### config.mk
export PLATFORM = sky130hd
export DESIGN_NAME = vidmem_gate
export DESIGN_NICKNAME = d
export VERILOG_FILES = /design/src/rtl/vmg_pkg.sv /design/src/rtl/vmg_addr_dec.sv /design/src/rtl/vmg_perm.sv /design/src/rtl/vmg_spr_arb.sv /design/src/rtl/vmg_rd_align.sv /design/src/rtl/vidmem_gate.sv
export SDC_FILE = /design/constraint.sdc
export NUM_CORES = 1
export LEC_CHECK = 0
export BUFFER_PORTS_ARGS = -buffer_cell sky130_fd_sc_hd__buf_2
export CAP_MARGIN = 20
export CORE_MARGIN = 8
export CORE_UTILIZATION = 29
export DETAILED_ROUTE_END_ITERATION = 6
export MAX_ROUTING_LAYER = met4
export PLACE_DENSITY = 0.81
export SETUP_SLACK_MARGIN = 0.3
export SYNTH_ARGS = -nofsm -noshare
export SYNTH_HDL_FRONTEND = slang
export SYNTH_SLANG_ARGS = --single-unit
export TNS_END_PERCENT = 20
### constraint.sdc
create_clock -name clk -period 1.6 [get_ports clk]
set_clock_uncertainty 0.15 [all_clocks]
set_input_delay 0 -clock clk [delete_from_list [all_inputs] [get_ports clk]]
set_output_delay 0 -clock clk [all_outputs]
set_load 0.01 [all_outputs]
### src/rtl/vmg_pkg.sv
// Package: shared types and constants for the video memory access controller.
// Assumes: the display mode is a 2-bit code whose bit 1 marks the drawing phases.
package vmg_pkg;

    // Source of the data that the processor read path returns.
    typedef enum logic [1:0] {
        SRC_NONE = 2'd0,
        SRC_PAT  = 2'd1,
        SRC_SPR  = 2'd2
    } rsrc_e;

    localparam logic [1:0] MODE_HBLANK = 2'b00;
    localparam logic [1:0] MODE_VBLANK = 2'b01;
    localparam logic [1:0] MODE_SEARCH = 2'b10;
    localparam logic [1:0] MODE_DRAW   = 2'b11;

endpackage

### src/rtl/vmg_addr_dec.sv
// Module: decodes a processor address into the pattern and sprite windows.
// Assumes: each window base is aligned to its own address width; the sprite
// window holds SPR_DEPTH bytes, and offsets at or past it fall outside.
module vmg_addr_dec #(
    parameter int          AW        = 16,
    parameter int          PAT_AW    = 13,
    parameter int          SPR_AW    = 8,
    parameter int unsigned SPR_DEPTH = 160,
    parameter logic [AW-1:0] PAT_BASE = 16'h8000,
    parameter logic [AW-1:0] SPR_BASE = 16'hFE00
) (
    input  logic [AW-1:0]     addr,
    output logic              hit_pat,
    output logic              hit_spr,
    output logic [PAT_AW-1:0] pat_off,
    output logic [SPR_AW-1:0] spr_off
);

    localparam logic [AW-1:0]   PAT_TAG = PAT_BASE >> PAT_AW;
    localparam logic [AW-1:0]   SPR_TAG = SPR_BASE >> SPR_AW;
    localparam logic [SPR_AW:0] SPR_LIM = (SPR_AW+1)'(SPR_DEPTH);

    // Window match and offset extraction.
    always_comb begin
        pat_off = addr[PAT_AW-1:0];
        spr_off = addr[SPR_AW-1:0];
        hit_pat = ((addr >> PAT_AW) == PAT_TAG);
        hit_spr = ((addr >> SPR_AW) == SPR_TAG) && ({1'b0, spr_off} < SPR_LIM);
    end

endmodule

### src/rtl/vmg_perm.sv
// Module: per-memory access permission from the registered display phase.
// Assumes: the mode and display flag are sampled every edge with no reset,
// so the decision in a cycle always reflects the previous edge's inputs.
module vmg_perm
    import vmg_pkg::*;
(
    input  logic       clk,
    input  logic [1:0] mode,
    input  logic       disp_on,
    input  logic       dma_active,
    output logic       pat_ok,
    output logic       spr_ok
);

    logic [1:0] mode_q;
    logic       on_q;

    // Hold the phase seen at the start of the current cycle.
    always_ff @(posedge clk) begin
        mode_q <= mode;
        on_q   <= disp_on;
    end

    // Pattern RAM closes only in transfer; sprite RAM closes in search and
    // transfer, and also whenever DMA owns it.
    always_comb begin
        pat_ok = !on_q || (mode_q != MODE_DRAW);
        spr_ok = (!on_q || !mode_q[1]) && !dma_active;
    end

endmodule

### src/rtl/vmg_spr_arb.sv
// Module: grants the single sprite RAM port to DMA, the fetcher or the processor.
// Assumes: the priority is DMA, then fetcher, then processor; RAM read latency
// is one cycle; a refused fetcher read returns all ones.
module vmg_spr_arb #(
    parameter int DW     = 8,
    parameter int SPR_AW = 8
) (
    input  logic              clk,
    input  logic              rst_n,
    input  logic              dma_active,
    input  logic [SPR_AW-1:0] dma_addr,
    input  logic [DW-1:0]     dma_wdata,
    input  logic              fetch_rd,
    input  logic [SPR_AW-1:0] fetch_addr,
    output logic [DW-1:0]     fetch_rdata,
    input  logic              cpu_req,
    input  logic              cpu_we,
    input  logic              cpu_ok,
    input  logic [SPR_AW-1:0] cpu_off,
    input  logic [DW-1:0]     cpu_wdata,
    output logic              cpu_grant,
    output logic              spr_en,
    output logic              spr_we,
    output logic [SPR_AW-1:0] spr_addr,
    output logic [DW-1:0]     spr_wdata,
    input  logic [DW-1:0]     spr_rdata
);

    localparam logic [DW-1:0] OPEN_BUS = {DW{1'b1}};

    logic g_dma, g_fetch, g_cpu;
    logic fetch_ok_q;

    // Fixed-priority grant, all grants held low in reset.
    always_comb begin
        g_dma     = rst_n && dma_active;
        g_fetch   = rst_n && fetch_rd && !dma_active;
        g_cpu     = rst_n && cpu_req && cpu_ok && !dma_active && !fetch_rd;
        cpu_grant = g_cpu;
    end

    // Steer the winner onto the RAM port.
    always_comb begin
        spr_en    = g_dma || g_fetch || g_cpu;
        spr_we    = g_dma || (g_cpu && cpu_we);
        spr_addr  = cpu_off;
        spr_wdata = cpu_wdata;
        if (g_dma) begin
            spr_addr  = dma_addr;
            spr_wdata = dma_wdata;
        end else if (g_fetch) begin
            spr_addr  = fetch_addr;
            spr_wdata = '0;
        end
    end

    // Remember whether the fetcher's read was served, to align the 0xFF.
    always_ff @(posedge clk) begin
        if (!rst_n) fetch_ok_q <= 1'b0;
        else        fetch_ok_q <= g_fetch;
    end

    // Fetcher data: RAM output when served, all ones otherwise.
    always_comb begin
        fetch_rdata = fetch_ok_q ? spr_rdata : OPEN_BUS;
    end

    AST_SPR_ONE_OWNER: assert property (@(posedge clk) disable iff (!rst_n)
        $onehot0({g_dma, g_fetch, g_cpu})) else $error("sprite port shared");

    AST_DMA_OWNS_PORT: assert property (@(posedge clk) disable iff (!rst_n)
        dma_active |-> (spr_en && spr_we && spr_addr == dma_addr && spr_wdata == dma_wdata))
        else $error("DMA write not on port");

    AST_FETCH_LOST_FF: assert property (@(posedge clk) disable iff (!rst_n)
        $past(dma_active && fetch_rd) |-> fetch_rdata == OPEN_BUS)
        else $error("fetcher saw data under DMA");

endmodule

### src/rtl/vmg_rd_align.sv
// Module: aligns the processor read data with the one-cycle RAM latency.
// Assumes: at most one RAM is read per cycle; refused or unmapped reads
// produce all ones in the cycle where data would have appeared.
module vmg_rd_align
    import vmg_pkg::*;
#(
    parameter int DW = 8
) (
    input  logic          clk,
    input  logic          rst_n,
    input  logic          pat_rd,
    input  logic          spr_rd,
    input  logic [DW-1:0] pat_rdata,
    input  logic [DW-1:0] spr_rdata,
    output logic [DW-1:0] cpu_rdata
);

    localparam logic [DW-1:0] OPEN_BUS = {DW{1'b1}};

    rsrc_e src_q;

    // Record which RAM, if any, was read this cycle.
    always_ff @(posedge clk) begin
        if (!rst_n)      src_q <= SRC_NONE;
        else if (pat_rd) src_q <= SRC_PAT;
        else if (spr_rd) src_q <= SRC_SPR;
        else             src_q <= SRC_NONE;
    end

    // Select returned data.
    always_comb begin
        unique case (src_q)
            SRC_PAT: cpu_rdata = pat_rdata;
            SRC_SPR: cpu_rdata = spr_rdata;
            default: cpu_rdata = OPEN_BUS;
        endcase
    end

    AST_ONE_READ_SRC: assert property (@(posedge clk) disable iff (!rst_n)
        !(pat_rd && spr_rd)) else $error("two RAMs read at once");

endmodule

### src/rtl/vidmem_gate.sv
// Module: top of the display-mode gated video memory access controller.
// Assumes: external single-port synchronous RAMs with one-cycle read latency;
// one processor access per cycle; a write strobe wins over a read strobe.
module vidmem_gate
    import vmg_pkg::*;
#(
    parameter int          AW        = 16,
    parameter int          DW        = 8,
    parameter int          PAT_AW    = 13,
    parameter int          SPR_AW    = 8,
    parameter int unsigned SPR_DEPTH = 160,
    parameter logic [AW-1:0] PAT_BASE = 16'h8000,
    parameter logic [AW-1:0] SPR_BASE = 16'hFE00
) (
    input  logic              clk,
    input  logic              rst_n,
    input  logic [AW-1:0]     cpu_addr,
    input  logic [DW-1:0]     cpu_wdata,
    input  logic              cpu_rd,
    input  logic              cpu_wr,
    output logic [DW-1:0]     cpu_rdata,
    input  logic [1:0]        lcd_mode,
    input  logic              lcd_on,
    input  logic              dma_active,
    input  logic [SPR_AW-1:0] dma_addr,
    input  logic [DW-1:0]     dma_wdata,
    input  logic              fetch_rd,
    input  logic [SPR_AW-1:0] fetch_addr,
    output logic [DW-1:0]     fetch_rdata,
    output logic              pat_en,
    output logic              pat_we,
    output logic [PAT_AW-1:0] pat_addr,
    output logic [DW-1:0]     pat_wdata,
    input  logic [DW-1:0]     pat_rdata,
    output logic              spr_en,
    output logic              spr_we,
    output logic [SPR_AW-1:0] spr_addr,
    output logic [DW-1:0]     spr_wdata,
    input  logic [DW-1:0]     spr_rdata
);

    logic              hit_pat, hit_spr;
    logic [PAT_AW-1:0] pat_off;
    logic [SPR_AW-1:0] spr_off;
    logic              pat_ok, spr_ok;
    logic              cpu_req, g_pat, g_spr_cpu;

    vmg_addr_dec #(
        .AW(AW), .PAT_AW(PAT_AW), .SPR_AW(SPR_AW), .SPR_DEPTH(SPR_DEPTH),
        .PAT_BASE(PAT_BASE), .SPR_BASE(SPR_BASE)
    ) u_dec (
        .addr(cpu_addr), .hit_pat(hit_pat), .hit_spr(hit_spr),
        .pat_off(pat_off), .spr_off(spr_off)
    );

    vmg_perm u_perm (
        .clk(clk), .mode(lcd_mode), .disp_on(lcd_on), .dma_active(dma_active),
        .pat_ok(pat_ok), .spr_ok(spr_ok)
    );

    // Pattern RAM grant and port drive.
    always_comb begin
        cpu_req   = cpu_rd || cpu_wr;
        g_pat     = rst_n && cpu_req && hit_pat && pat_ok;
        pat_en    = g_pat;
        pat_we    = g_pat && cpu_wr;
        pat_addr  = pat_off;
        pat_wdata = cpu_wdata;
    end

    vmg_spr_arb #(.DW(DW), .SPR_AW(SPR_AW)) u_arb (
        .clk(clk), .rst_n(rst_n),
        .dma_active(dma_active), .dma_addr(dma_addr), .dma_wdata(dma_wdata),
        .fetch_rd(fetch_rd), .fetch_addr(fetch_addr), .fetch_rdata(fetch_rdata),
        .cpu_req(cpu_req && hit_spr), .cpu_we(cpu_wr), .cpu_ok(spr_ok),
        .cpu_off(spr_off), .cpu_wdata(cpu_wdata), .cpu_grant(g_spr_cpu),
        .spr_en(spr_en), .spr_we(spr_we), .spr_addr(spr_addr),
        .spr_wdata(spr_wdata), .spr_rdata(spr_rdata)
    );

    vmg_rd_align #(.DW(DW)) u_align (
        .clk(clk), .rst_n(rst_n),
        .pat_rd(g_pat && !cpu_wr), .spr_rd(g_spr_cpu && !cpu_wr),
        .pat_rdata(pat_rdata), .spr_rdata(spr_rdata), .cpu_rdata(cpu_rdata)
    );

    AST_PAT_WE_GATED: assert property (@(posedge clk) disable iff (!rst_n)
        pat_we |-> !($past(lcd_mode) == MODE_DRAW && $past(lcd_on)))
        else $error("pattern write in transfer");

    AST_SPR_WE_GATED: assert property (@(posedge clk) disable iff (!rst_n)
        (spr_we && !dma_active) |-> !($past(lcd_mode[1]) && $past(lcd_on)))
        else $error("sprite write while drawing");

    AST_PAT_LATENCY: assert property (@(posedge clk) disable iff (!rst_n)
        $past(pat_en && !pat_we) |-> cpu_rdata == pat_rdata)
        else $error("pattern read misaligned");

    AST_RESET_IDLE: assert property (@(posedge clk)
        !rst_n |-> (!pat_en && !spr_en)) else $error("enable in reset");

endmodule

; Yosys cells after proc, flatten, opt, wreduce, memory -nomap -nowiden
; Index checks and enable logic that the tools add are counted.
[op_classes]
n_lt_le_gt_ge = 1
n_eq_ne = 5
mux = 8
bitwise = 1
n_reduce_logical = 29
[ops]
columns = op, n
row1 = 2-to-1 mux 8 bit, 5
row2 = logical AND 1 bit, 17
row3 = case mux 8 bit (2 select lines), 1
row4 = "equality test 8 bit, second input constant", 1
row5 = "< comparator 8 bit, second input constant", 1
row6 = logical OR 1 bit, 6
row7 = zero test 1 bit, 5
row8 = "equality test 3 bit, second input constant", 1
row9 = "equality test 2 x 1 -> 1 bit, second input constant", 1
row10 = "equality test 2 bit, second input constant", 1
row11 = 2-to-1 mux 2 bit, 1
row12 = "!= test 2 bit, second input constant", 1
row13 = OR reduction 2 bit, 1
row14 = 2-to-1 mux 1 bit, 1
row15 = NOT 1 bit, 1
[word_totals]
reg_bits = 6
input_bits = 73
out_inout_bits = 57
elab_cells = 49

; Depth between registers and ports, before layout
; Gate-level depths: netlist of run 1.
[logic_depth]
word_depth = 10
depth_mapped = 4
ltp_nobuf = 3

; Cells and area by module
; From an unflattened synthesis of run 1, not the netlist that was laid out.
[hier_totals]
cells_unflattened = 114
area_unflattened_um2 = 1023.5
[by_module_without_submodules]
columns = mod, n_inst, cells_each, area_each_um2, seq_area_each_um2
row1 = vmg_spr_arb, 1, 48, 446.7, 20.0
row2 = vmg_addr_dec, 1, 26, 197.7, 0.0
row3 = vmg_rd_align, 1, 19, 195.2, 40.0
row4 = vidmem_gate, 1, 16, 110.1, 0.0
row5 = vmg_perm, 1, 5, 73.8, 60.1

; Least setup slack after synthesis of run 1
; Ideal clock, no wire load.
[synth_timing]
path_kind = flip-flop to output port
from = register u_align.src_q[0]
to = output cpu_rdata[0]
arrival_time_ns = 1.081
required_time_ns = 1.450
slack_ns = 0.369
stages_incl_launch_ff = 5
path_cell_list = dfxtp_1 inv_1 ha_1 clkbuf_1 a221o_1
[synth_via]
elab_chain_cells = 2
elab_cells_between_ends = 3
cone_classes = 2 x eq/ne / 1 x mux
[synth_rtl]
columns = element, line_no
row1 = from (decl), vmg_rd_align.sv:20  ; rsrc_e src_q;
row2 = from (signal assigned), vmg_rd_align.sv:24  ; if (!rst_n) src_q <= SRC_NONE;
row3 = from (signal assigned), vmg_rd_align.sv:25  ; else if (pat_rd) src_q <= SRC_PAT;
row4 = from (signal assigned), vmg_rd_align.sv:26  ; else if (spr_rd) src_q <= SRC_SPR;
row5 = equality test 2 bit / equality test 2 x 1 -> 1 bit (equally long branches), vmg_rd_align.sv:32  ; unique case (src_q)
row6 = case mux 8 bit (2 select lines) *, vmg_rd_align.sv:32
row7 = to (decl), vidmem_gate.sv:21  ; output logic [DW-1:0] cpu_rdata,
; Every way passes the cells marked *; elsewhere a longest branch is shown, timed or not.

; Final worst setup path of run 1
[layout_timing]
from = register u_align.src_q[1]
to = output cpu_rdata[5]
; Same word-level chain as after synthesis.

==> out/results.ini, run 1 <==
[logic_synthesis]
netlist_instances = 98
syn_nets = 173
synthTopCellsByArea = a22o_1 25%, buf_4 20%, dfxtp_1 14%
yosys_warnings = 0
syn_area_sq_um = 843.3
synth_top_area_share_pct = 24.93
synth_top_area_cell = a22o_1
ys_types = 27
yosysSeqAreaShare_pct = 14.24
ys_ff_latch = 6
postSynthAreaPerCell_sq_um = 8.605

[power]
power_switching_uw = 209.7
seqPwrFrac_pct = 25.7
clockPowerShare_pct = 21.5
ir_worst_vdd_v = 0.0003942
power.density_nw_per_um2 = 434.4
p_int_uw = 417.0
switching_share_pct = 33.46
p_comb_share_pct = 52.9
p_leak_nw = 0.7669

[routing]
viasPerCell = 4.892
top_layer = met4
wl_mm = 3.949
met3_length_um = 392
wl_met2_mm = 1.954
firstDrtPassIters = 4
num_vias = 1174
wl_met1_mm = 1.561
drc = 0
drt_iter0_drc = 49
ant_nets = 0
wl_per_cell_um = 16.45

[cts]
cts_root_buffer = clkbuf_4
clock_latency_ns = 0.24
cts-buffers-inserted = 3
clk_path_buf_depth = 2
htree_levels = 1
hold_buffers = 6
clock-sinks = 6
clk_pin_slew_ns = 0.04
cts_tree = yes

[worst_hold_path]
min_to = u_align.src_q[0]$_SDFF_PN0_
hold_path_depth = 3
hold_path_startpoint = cpu_addr[14]
worstHoldPathType = in -> reg

[timing]
max_freq_ghz = 0.6923
timing.hold.ws_ns = -0.03267
rsz0062_at_grt = yes
final_hold_viol_count = 1
fin_tns_setup_ns = 0
slew_headroom_pct = 63.37
drv_slew = 0
finalSetupViolCount = 0
fin_crit_sh_pct = 90.29
period_needed_ns = 1.445
max_slew.worst_pin.slew_ns = 0.5483

[placed_design]
dp.cells = 230
dpl.hpwl_mm = 3.373
place_congestion = 0.7833
port_buffers = 129

[floorplan]
die-width_um = 69.93
pin_count = 130
die_h_um = 69.93
core-area_sq_um = 2758
fp-row-count = 19
start_util_pct = 30.58
die_area_sq_um = 4890

[setup_path]
reg2reg_depth = 4
crit_type = reg -> out
required_ns = 1.45
startpoint_type = register
cp-end-kind = output port
r2r-start = u_perm.mode_q[1]$_DFF_P_
ff2ff_setup_slack_ns = 0.37
cp.arrival_ns = 1.29
crit_fanout = 8
r2r_end = u_align.src_q[1]$_SDFF_PP0_

[cells_and_area]
nets = 286
diodes = 0
stdcell_count = 240
fillers = 279
areaGrowthSynthToFinish_pct = 71.07
layout-drive-gt1-share_pct = 69.86

[run_status]
violations = negative hold slack
status = finished, violations left

[global_route]
track_usage_pct = 15.60
grt_pass1_wl_mm = 6.327
antenna_found_initial = 0
grt_overflow_total = 0
grt_pass1_vias = 1300
grt_max_degree = 18

[flow_run]
cap_viol_max_count = 0

synthesized netlist by cell type, drive strengths merged:
cell type and instances:
inv 2, a311o 1, nor3 2, a211oi 1, nor2b 1, and4b 1, o21bai 1, and3 1
ha 2, nand3b 1, clkbuf 3, nand2b 8, buf 26, o21ai 3, dfxtp 6, a221o 8
nand3 1, nand4 1, and2 3, nor2 1, o211ai 1, a22o 24
cell families (layout without fill, tap and decap cells):
logic type               Yosys count  in the layout  share of synthesized area [%]
AO/OA/AOI/OAI                     39             39                          41.69
buffers and inverters             31            142                          26.41
AND/OR/NAND/NOR                   20             20                          14.69
flip-flops                         6              6                          14.24
adder cells (fa/ha/maj)            2              2                          2.967
final cells by class:
cell class | count | area [sq um] | area share, %
sequential | 6 | 125.1 | 8.673
tap | 31 | 38.79 | 2.689
inverter | 2 | 7.507 | 0.5204
timing repair buffer | 137 | 720.7 | 49.96
multi-input combinational | 61 | 528.0 | 36.60
clock buffer | 3 | 22.52 | 1.561
worst max-delay path by stage:
stage                           startpoint           end  slack [ns]  cells past startpoint
2_1_floorplan  u_align.src_q[0]$_SDFF_PN0_  cpu_rdata[0]        0.37                      4
3_3_place_gp   u_align.src_q[0]$_SDFF_PN0_  cpu_rdata[4]        0.31                      4
3_5_place_dp   u_align.src_q[0]$_SDFF_PN0_  cpu_rdata[4]        0.30                      4
4_1_cts           u_perm.mode_q[1]$_DFF_P_        spr_we        0.16                      4
5_1_grt           u_perm.mode_q[1]$_DFF_P_        spr_we        0.09                      4
6_report       u_align.src_q[1]$_SDFF_PP0_  cpu_rdata[5]        0.16                      4
flip-flops by register name, indices dropped and copies added (netlist names):
signal / flops
u_align.src_q: 2
u_perm.mode_q: 2
u_arb.fetch_ok_q: 1
u_perm.on_q: 1
power by group through the flow:
stage / clock network [mW] / registers (mW) / logic [mW]
final: 0.134 / 0.161 / 0.331
after global routing: 0.152 / 0.161 / 0.363
after CTS: 0.141 / 0.161 / 0.334
after detailed placement: 0 / 0.163 / 0.320
after global placement: 0 / 0.163 / 0.319
after floorplan: 0 / 0.162 / 0.180
per-layer routing:
metal  vias up  track usage [%]
li1        582                -
met1       505            15.93
met2        83            27.61
met3         4            5.650
met4         0            4.018
met5         -                -
through the flow:
step | area (sq um) | power (mW) | setup WS, ns | utilization, %
after detailed placement | 1320 | 0.4824 | 0.2961 | 47.87
after global routing | 1443 | 0.6756 | 0.09441 | 52.31
final | 1443 | 0.6267 | 0.1554 | 52.31
after CTS | 1440 | 0.6353 | 0.1627 | 52.22
after global placement | 1320 | 0.4812 | 0.3053 | 47.87
after floorplan | 843.3 | 0.3413 | 0.3689 | -
placed cells by master, fill, tap and decap left out, types with 3 or more instances in the layout:
cell type / instances
dlygate4sd3_1: 6
a221o_1: 8
buf_2: 129
a22o_1: 24
dfxtp_2: 4
nand2b_1: 8
clkbuf_4: 3
worst max-delay path, cell delays in order, from the launching register on:
cell	delay, ns
dfxtp_2	0.36
inv_2	0.05
ha_4	0.18
a221o_1	0.32
buf_2	0.14
timing repair:
item | CTS | global route
setup endpoints to repair | 12 | 21
pin swaps | 8 | 2
hold endpoints to repair | 5 | 1
buffers inserted | 1 | 0
gates resized for setup | 10 | 1
No activity file was read; power rests on OpenSTA's default activity.
==> run 2: changes to the inputs <==
--- a/config.mk
+++ b/config.mk
@@ -12,7 +12,6 @@
 export DETAILED_ROUTE_END_ITERATION = 6
 export MAX_ROUTING_LAYER = met4
 export PLACE_DENSITY = 0.81
-export SETUP_SLACK_MARGIN = 0.3
 export SYNTH_ARGS = -nofsm -noshare
 export SYNTH_HDL_FRONTEND = slang
 export SYNTH_SLANG_ARGS = --single-unit
==> run 2 against run 1 <==
Critical endpoint is now pat_we. Highest routed layer unchanged. First-iteration DRC count increased by 4.1%. Sequential power about the same. Clock power about the same. Largest power group unchanged. Register-to-register slack better by 0.11 ns. Combinational power is essentially flat. Final area decreased by 1.0%. The run now ends clean.
==> out/results.ini, run 2 (synthesized netlist as in run 1, its figures left out) <==
[global_route]
track_usage_pct = 15.25  ; -0.36 points
grt_pass1_vias = 1285  ; -1.2%
grt_pass1_wl_mm = 6.196  ; -2.1%
grt_overflow_total = 0  ; unchanged
antenna_found_initial = 0  ; unchanged
grt_max_degree = 18  ; unchanged

[placed_design]
place_ws_ns = 0.2961  ; unchanged
dpl.hpwl_mm = 3.373  ; unchanged
place_congestion = 0.7833  ; unchanged
port_buffers = 129  ; unchanged
dp.cells = 230  ; unchanged

[floorplan]
die-width_um = 69.93  ; unchanged
core-area_sq_um = 2758  ; unchanged
die_h_um = 69.93  ; unchanged
pin_count = 130  ; unchanged
start_util_pct = 30.58  ; unchanged
die_area_sq_um = 4890  ; unchanged
fp-row-count = 19  ; unchanged

[power]
ir_worst_vdd_v = 0.0003842  ; -2.5%
power.density_nw_per_um2 = 440.0  ; +1.3%
p_leak_nw = 0.7682  ; +0.17%

[cells_and_area]
reg_top3 = u_align.src_q (2), u_perm.mode_q (2)
multi_input_area_sq_um = 505.5  ; -4.3%
postLayoutCoreUtil_pct = 51.77  ; -0.54 points
layout_common_cells = 129 x buf_2, 24 x a22o_1, 8 x a221o_1, 8 x nand2b_1, 8 x dlygate4sd3_1
areaGrowthSynthToFinish_pct = 69.29
fillers = 283  ; +1.4%
nets = 287  ; +0.35%
regArea_sq_um = 120.1  ; -4.0%
stdcell_count = 241  ; +0.42%
diodes = 0  ; unchanged
layout-drive-gt1-share_pct = 65.71  ; -4.1 points
final_common_cell = buf_2

[timing]
rsz0062_at_grt = yes
finalWorstSetupSlack_ns = 0.08348  ; -0.07195 ns
drv_slew = 0  ; unchanged
final_hold_viol_count = 0  ; -1
slew_headroom_pct = 63.21  ; -0.16 points
finalSetupViolCount = 0  ; unchanged
max_freq_ghz = 0.6594  ; -4.7%
timing.hold.ws_ns = 0.01169  ; +0.04436 ns
fin_crit_sh_pct = 94.78  ; +4.5 points
max_slew.worst_pin.slew_ns = 0.5507  ; +0.002368 ns
period_needed_ns = 1.517  ; +0.07195 ns

[routing]
wl_mm = 3.905  ; -1.1%
wl_per_cell_um = 16.20  ; -1.5%
drc = 0  ; unchanged
firstDrtPassIters = 4  ; unchanged
drt_iter0_drc = 51  ; +4.1%
top_layer = met4
wl_met1_mm = 1.549  ; -0.77%
met3_length_um = 393  ; +0.26%
viasPerCell = 4.921  ; +0.60%
wl_met2_mm = 1.919  ; -1.8%
num_vias = 1186  ; +1.0%
ant_nets = 0  ; unchanged

[cts]
cts-buffers-inserted = 3  ; unchanged
clk_pin_slew_ns = 0.04  ; about the same
cts_tree = yes
clock-sinks = 6  ; unchanged
post_cts_buffers = 0  ; -1
cts_root_buffer = clkbuf_4
htree_levels = 1  ; unchanged
clock_latency_ns = 0.24  ; about the same
clk_path_buf_depth = 2  ; unchanged

[worst_hold_path]
worstHoldPathType = in -> reg
min_to = u_align.src_q[1]$_SDFF_PP0_
hold_path_depth = 4  ; +1
hold_path_startpoint = fetch_rd

[flow_run]
cap_viol_max_count = 0  ; unchanged

[setup_path]
cp-end-kind = output port
startpoint_type = input port
r2r_end = u_align.src_q[1]$_SDFF_PP0_
crit_fanout = 3  ; -5
cp.arrival_ns = 1.37  ; +0.08 ns
r2r-start = u_perm.on_q$_DFF_P_
required_ns = 1.45  ; about the same
ff2ff_setup_slack_ns = 0.48  ; +0.11 ns
reg2reg_depth = 3  ; -1
crit_type = in -> out

[run_status]
status = finished, final reports clean

[run 2: changes by cell type in the layout (fill, tap and decap cells not counted), sizes merged]
cell / delta
buf: -1
dlygate4sd3: +2
[run 2: worst max-delay path: stages]
cell,delay (ns)
dlygate4sd3_1,0.53
buf_2,0.13
a311o_1,0.35
nor2_2,0.10
and2_1,0.13
buf_2,0.12
[run 2: how the worst max path moves through the flow]
stage	startpoint	to	slack [ns]	cells past startpoint
after floorplan	u_align.src_q[0]$_SDFF_PN0_	cpu_rdata[0]	0.37	4
after global placement	u_align.src_q[0]$_SDFF_PN0_	cpu_rdata[4]	0.31	4
after detailed placement	u_align.src_q[0]$_SDFF_PN0_	cpu_rdata[4]	0.30	4
after CTS	u_align.src_q[0]$_SDFF_PN0_	cpu_rdata[4]	0.03	4
after global routing	cpu_addr[13]	spr_we	-0.02	6
final	cpu_addr[13]	pat_we	0.08	6
[run 2: where the power goes]
| part | leakage (nW) | switching [mW] | internal [mW] |
|---|---|---|---|
| Sequential | 0.0497 | 0.00431 | 0.156 |
| Clock | 0.0138 | 0.0498 | 0.0845 |
| Combinational | 0.705 | 0.155 | 0.179 |
[run 2: what timing repair did]
item	CTS	global route
endpoints found under the setup margin	0	10
hold buffers	8	0
endpoints found under the hold margin	5	0
resized for setup	0	2
[run 2: area by class of cell]
cell class	count	area share [%]
timing repair buffer	138	51.36
inverter	2	0.5259
tap	31	2.717
sequential	6	8.414
clock buffer	3	1.578
multi-input combinational	61	35.41
[run 2: stage by stage]
stage | setup TNS (ns) | total power [mW] | cell area, sq um
6_report | 0 | 0.6281 | 1428
5_1_grt | -0.01878 | 0.6780 | 1428
4_1_cts | 0 | 0.6375 | 1423
3_5_place_dp | 0 | 0.4824 | 1320
3_3_place_gp | 0 | 0.4812 | 1320
2_1_floorplan | 0 | 0.3413 | 843.3
[run 2: routing by layer]
layer  vias to the layer above  track usage, %
met5                         -               -
met2                        87           26.40
met3                         4           5.650
met4                         0           4.018
li1                        582               -
met1                       513           15.93
==> run 3: changes to the inputs <==
==> constraint.sdc (replaced) <==
create_clock -name clk -period 1.6 [get_ports clk]
set_clock_uncertainty 0.15 [all_clocks]
set_input_delay 0 -clock clk [delete_from_list [all_inputs] [get_ports clk]]
set_output_delay 0 -clock clk [all_outputs]
set_load 0.05 [all_outputs]
==> run 3 against run 2 <==
Fmax is 2.2% lower. Die area unchanged. Critical endpoint is now cpu_rdata[6]. Via count increased by 0.59%. Worst setup slack got worse by 0.034 ns. The flow now finishes with violations (negative hold slack). First-iteration DRC count fell by 51%. Non-clock buffer count shrank 2. Final cell count decreased by 0.83%.
==> out/results.ini, run 3 (synthesized netlist as in run 1, its figures left out) <==
[cells_and_area]
layout-drive-gt1-share_pct = 67.79  ; +2.1 points
diodes = 0  ; unchanged
final_common_cell = buf_2
areaGrowthSynthToFinish_pct = 71.96
reg_top3 = u_align.src_q (2), u_perm.mode_q (2)
layout_common_cells = 120 x buf_2, 24 x a22o_1, 10 x buf_4, 8 x a221o_1, 8 x nand2b_1
fin_area_sq_um = 1450  ; +1.6%
nets = 285  ; -0.70%
postLayoutCoreUtil_pct = 52.59  ; +0.82 points
stdcell_count = 239  ; -0.83%

[global_route]
grt_pass1_vias = 1251  ; -2.6%
track_usage_pct = 15.13  ; -0.12 points
antenna_found_initial = 0  ; unchanged
grt_overflow_total = 0  ; unchanged
grt_pass1_wl_mm = 6.196  ; unchanged
grt_max_degree = 18  ; unchanged

[setup_path]
startpoint_type = register
cp.arrival_ns = 1.40  ; +0.03 ns
reg2reg_depth = 3  ; unchanged
cpLargestDelayFamily = flip-flops
crit_type = reg -> out
crit_fanout = 8  ; +5
cp.depth = 4  ; -2
cp-end-kind = output port
max_stage_delay_ns = 0.33  ; -0.20 ns
required_ns = 1.45  ; about the same
path_buf_inv = 2  ; -1
cp_slowest_cell = dfxtp_1
path_cells = inv_1 > ha_4 > a221o_1 > buf_2

[cts]
clock-sinks = 6  ; unchanged
cts_root_buffer = clkbuf_4
clock_latency_ns = 0.24  ; about the same
post_cts_buffers = 0  ; unchanged
htree_levels = 1  ; unchanged
cts-buffers-inserted = 3  ; unchanged
clk_pin_slew_ns = 0.04  ; about the same
cts_tree = yes
clk_path_buf_depth = 2  ; unchanged

[flow_run]
cap_viol_max_count = 0  ; unchanged

[placed_design]
port_buffers = 129  ; unchanged
place_ws_ns = 0.1842  ; -0.1119 ns
dp.cells = 230  ; unchanged
dpl.hpwl_mm = 3.478  ; +3.1%
place_congestion = 0.8180  ; +4.4%
placed_cell_area_sq_um = 1329  ; +0.66%

[timing]
finalSetupViolCount = 0  ; unchanged
drv_slew = 0  ; unchanged
rsz0062_at_grt = no
fin_crit_sh_pct = 96.90  ; +2.1 points
timing.hold.ws_ns = -0.01652  ; -0.02821 ns
max_slew.worst_pin.slew_ns = 0.6693  ; +0.1186 ns
slew_headroom_pct = 55.38  ; -7.8 points
period_needed_ns = 1.550  ; +0.03389 ns
final_hold_viol_count = 1  ; +1
max_freq_ghz = 0.6450  ; -2.2%
fin_tns_setup_ns = 0  ; unchanged
finalWorstSetupSlack_ns = 0.04960  ; -0.03389 ns

[routing]
top_layer = met4
met3_length_um = 383  ; -2.5%
drc = 0  ; unchanged
num_vias = 1193  ; +0.59%
wl_met1_mm = 1.557  ; +0.52%
firstDrtPassIters = 4  ; unchanged
wl_met2_mm = 2.123  ; +11%
viasPerCell = 4.992  ; +1.4%
wl_per_cell_um = 17.06  ; +5.3%
ant_nets = 0  ; unchanged
drt_iter0_drc = 25  ; -51%
wl_mm = 4.078  ; +4.4%

[power]
p_comb_share_pct = 66.1  ; +13 points
seqPwrFrac_pct = 18.6  ; -6.9 points
switching_share_pct = 51.27  ; +18 points
p_int_uw = 419.7  ; +0.22%
p_leak_nw = 0.7746  ; +0.83%
clockPowerShare_pct = 15.3  ; -6.1 points
power_switching_uw = 441.7  ; +110%
power.density_nw_per_um2 = 594.0  ; +35%
ir_worst_vdd_v = 0.0004591  ; +20%

[run_status]
violations = negative hold slack
status = finished, violations left

[worst_hold_path]
hold_path_depth = 4  ; unchanged
worstHoldPathType = in -> reg

[floorplan]
start_util_pct = 30.58  ; unchanged
fp-row-count = 19  ; unchanged
die_h_um = 69.93  ; unchanged
die-width_um = 69.93  ; unchanged
core-area_sq_um = 2758  ; unchanged
die_area_sq_um = 4890  ; unchanged
pin_count = 130  ; unchanged

[run 3: cell count changes in the layout (fill, tap and decap cells not counted)]
cell and change:
dfxtp_1 -1, buf_2 -9, and2_2 +1, and2_1 -1, ha_1 -1, buf_4 +9, dfxtp_2 +1, nor2_2 -1
ha_4 +1, dlygate4sd3_1 -2, nor2_4 +1
[run 3: worst reg2reg max path, stage by stage, from the launching register on]
cell      delay [ns]
dfxtp_1         0.29
a311o_1         0.41
nand3b_1        0.12
nor3_1          0.05
[run 3: final timing paths]
| path | start | end | slack [ns] |
|---|---|---|---|
| worst min-delay path | fetch_rd | u_align.src_q[1]$_SDFF_PP0_ | -0.02 |
| worst min register to register | u_perm.mode_q[1]$_DFF_P_ | u_align.src_q[1]$_SDFF_PP0_ | 0.47 |
| worst max register to register | u_perm.mode_q[0]$_DFF_P_ | u_align.src_q[1]$_SDFF_PP0_ | 0.46 |
| worst max-delay path | u_align.src_q[0]$_SDFF_PN0_ | cpu_rdata[6] | 0.05 |
[run 3: through the flow]
| stage | power, mW | hold WS (ns) |
|---|---|---|
| 2_1_floorplan | 0.5765 | -0.1223 |
| 3_3_place_gp | 0.7159 | -0.04549 |
| 3_5_place_dp | 0.7177 | -0.04635 |
| 4_1_cts | 0.8687 | -0.01702 |
| 5_1_grt | 0.9068 | 0.01270 |
| 6_report | 0.8614 | -0.01652 |
[run 3: cell type report]
| type | count | area (sq um) |
|---|---|---|
| flip-flops and latches | 6 | 121.4 |
| repair buffers | 136 | 735.7 |
| inverters | 2 | 7.507 |
| clock buffers | 3 | 22.52 |
| well taps | 31 | 38.79 |
| fillers | 260 | 1308 |
| multi-input cells | 61 | 524.3 |
[run 3: power groups by stage]
stage	Sequential, mW	Combinational, mW	Clock, mW
3_5_place_dp	0.163	0.555	0
2_1_floorplan	0.162	0.415	0
4_1_cts	0.160	0.568	0.141
5_1_grt	0.160	0.598	0.149
3_3_place_gp	0.163	0.553	0
6_report	0.160	0.569	0.132
[run 3: timing repair]
action	in CTS	in global routing
endpoints found under the hold margin	5	0
hold buffers	6	0
pin swaps	0	1
setup endpoints to repair	9	11
gates resized for setup	2	19
gates cloned	0	0
[run 3: metal layers]
metal | up-vias | track usage (%)
li1 | 581 | -
met1 | 538 | 14.30
met2 | 72 | 28.43
met3 | 2 | 6.356
met4 | 0 | 2.009
met5 | - | -
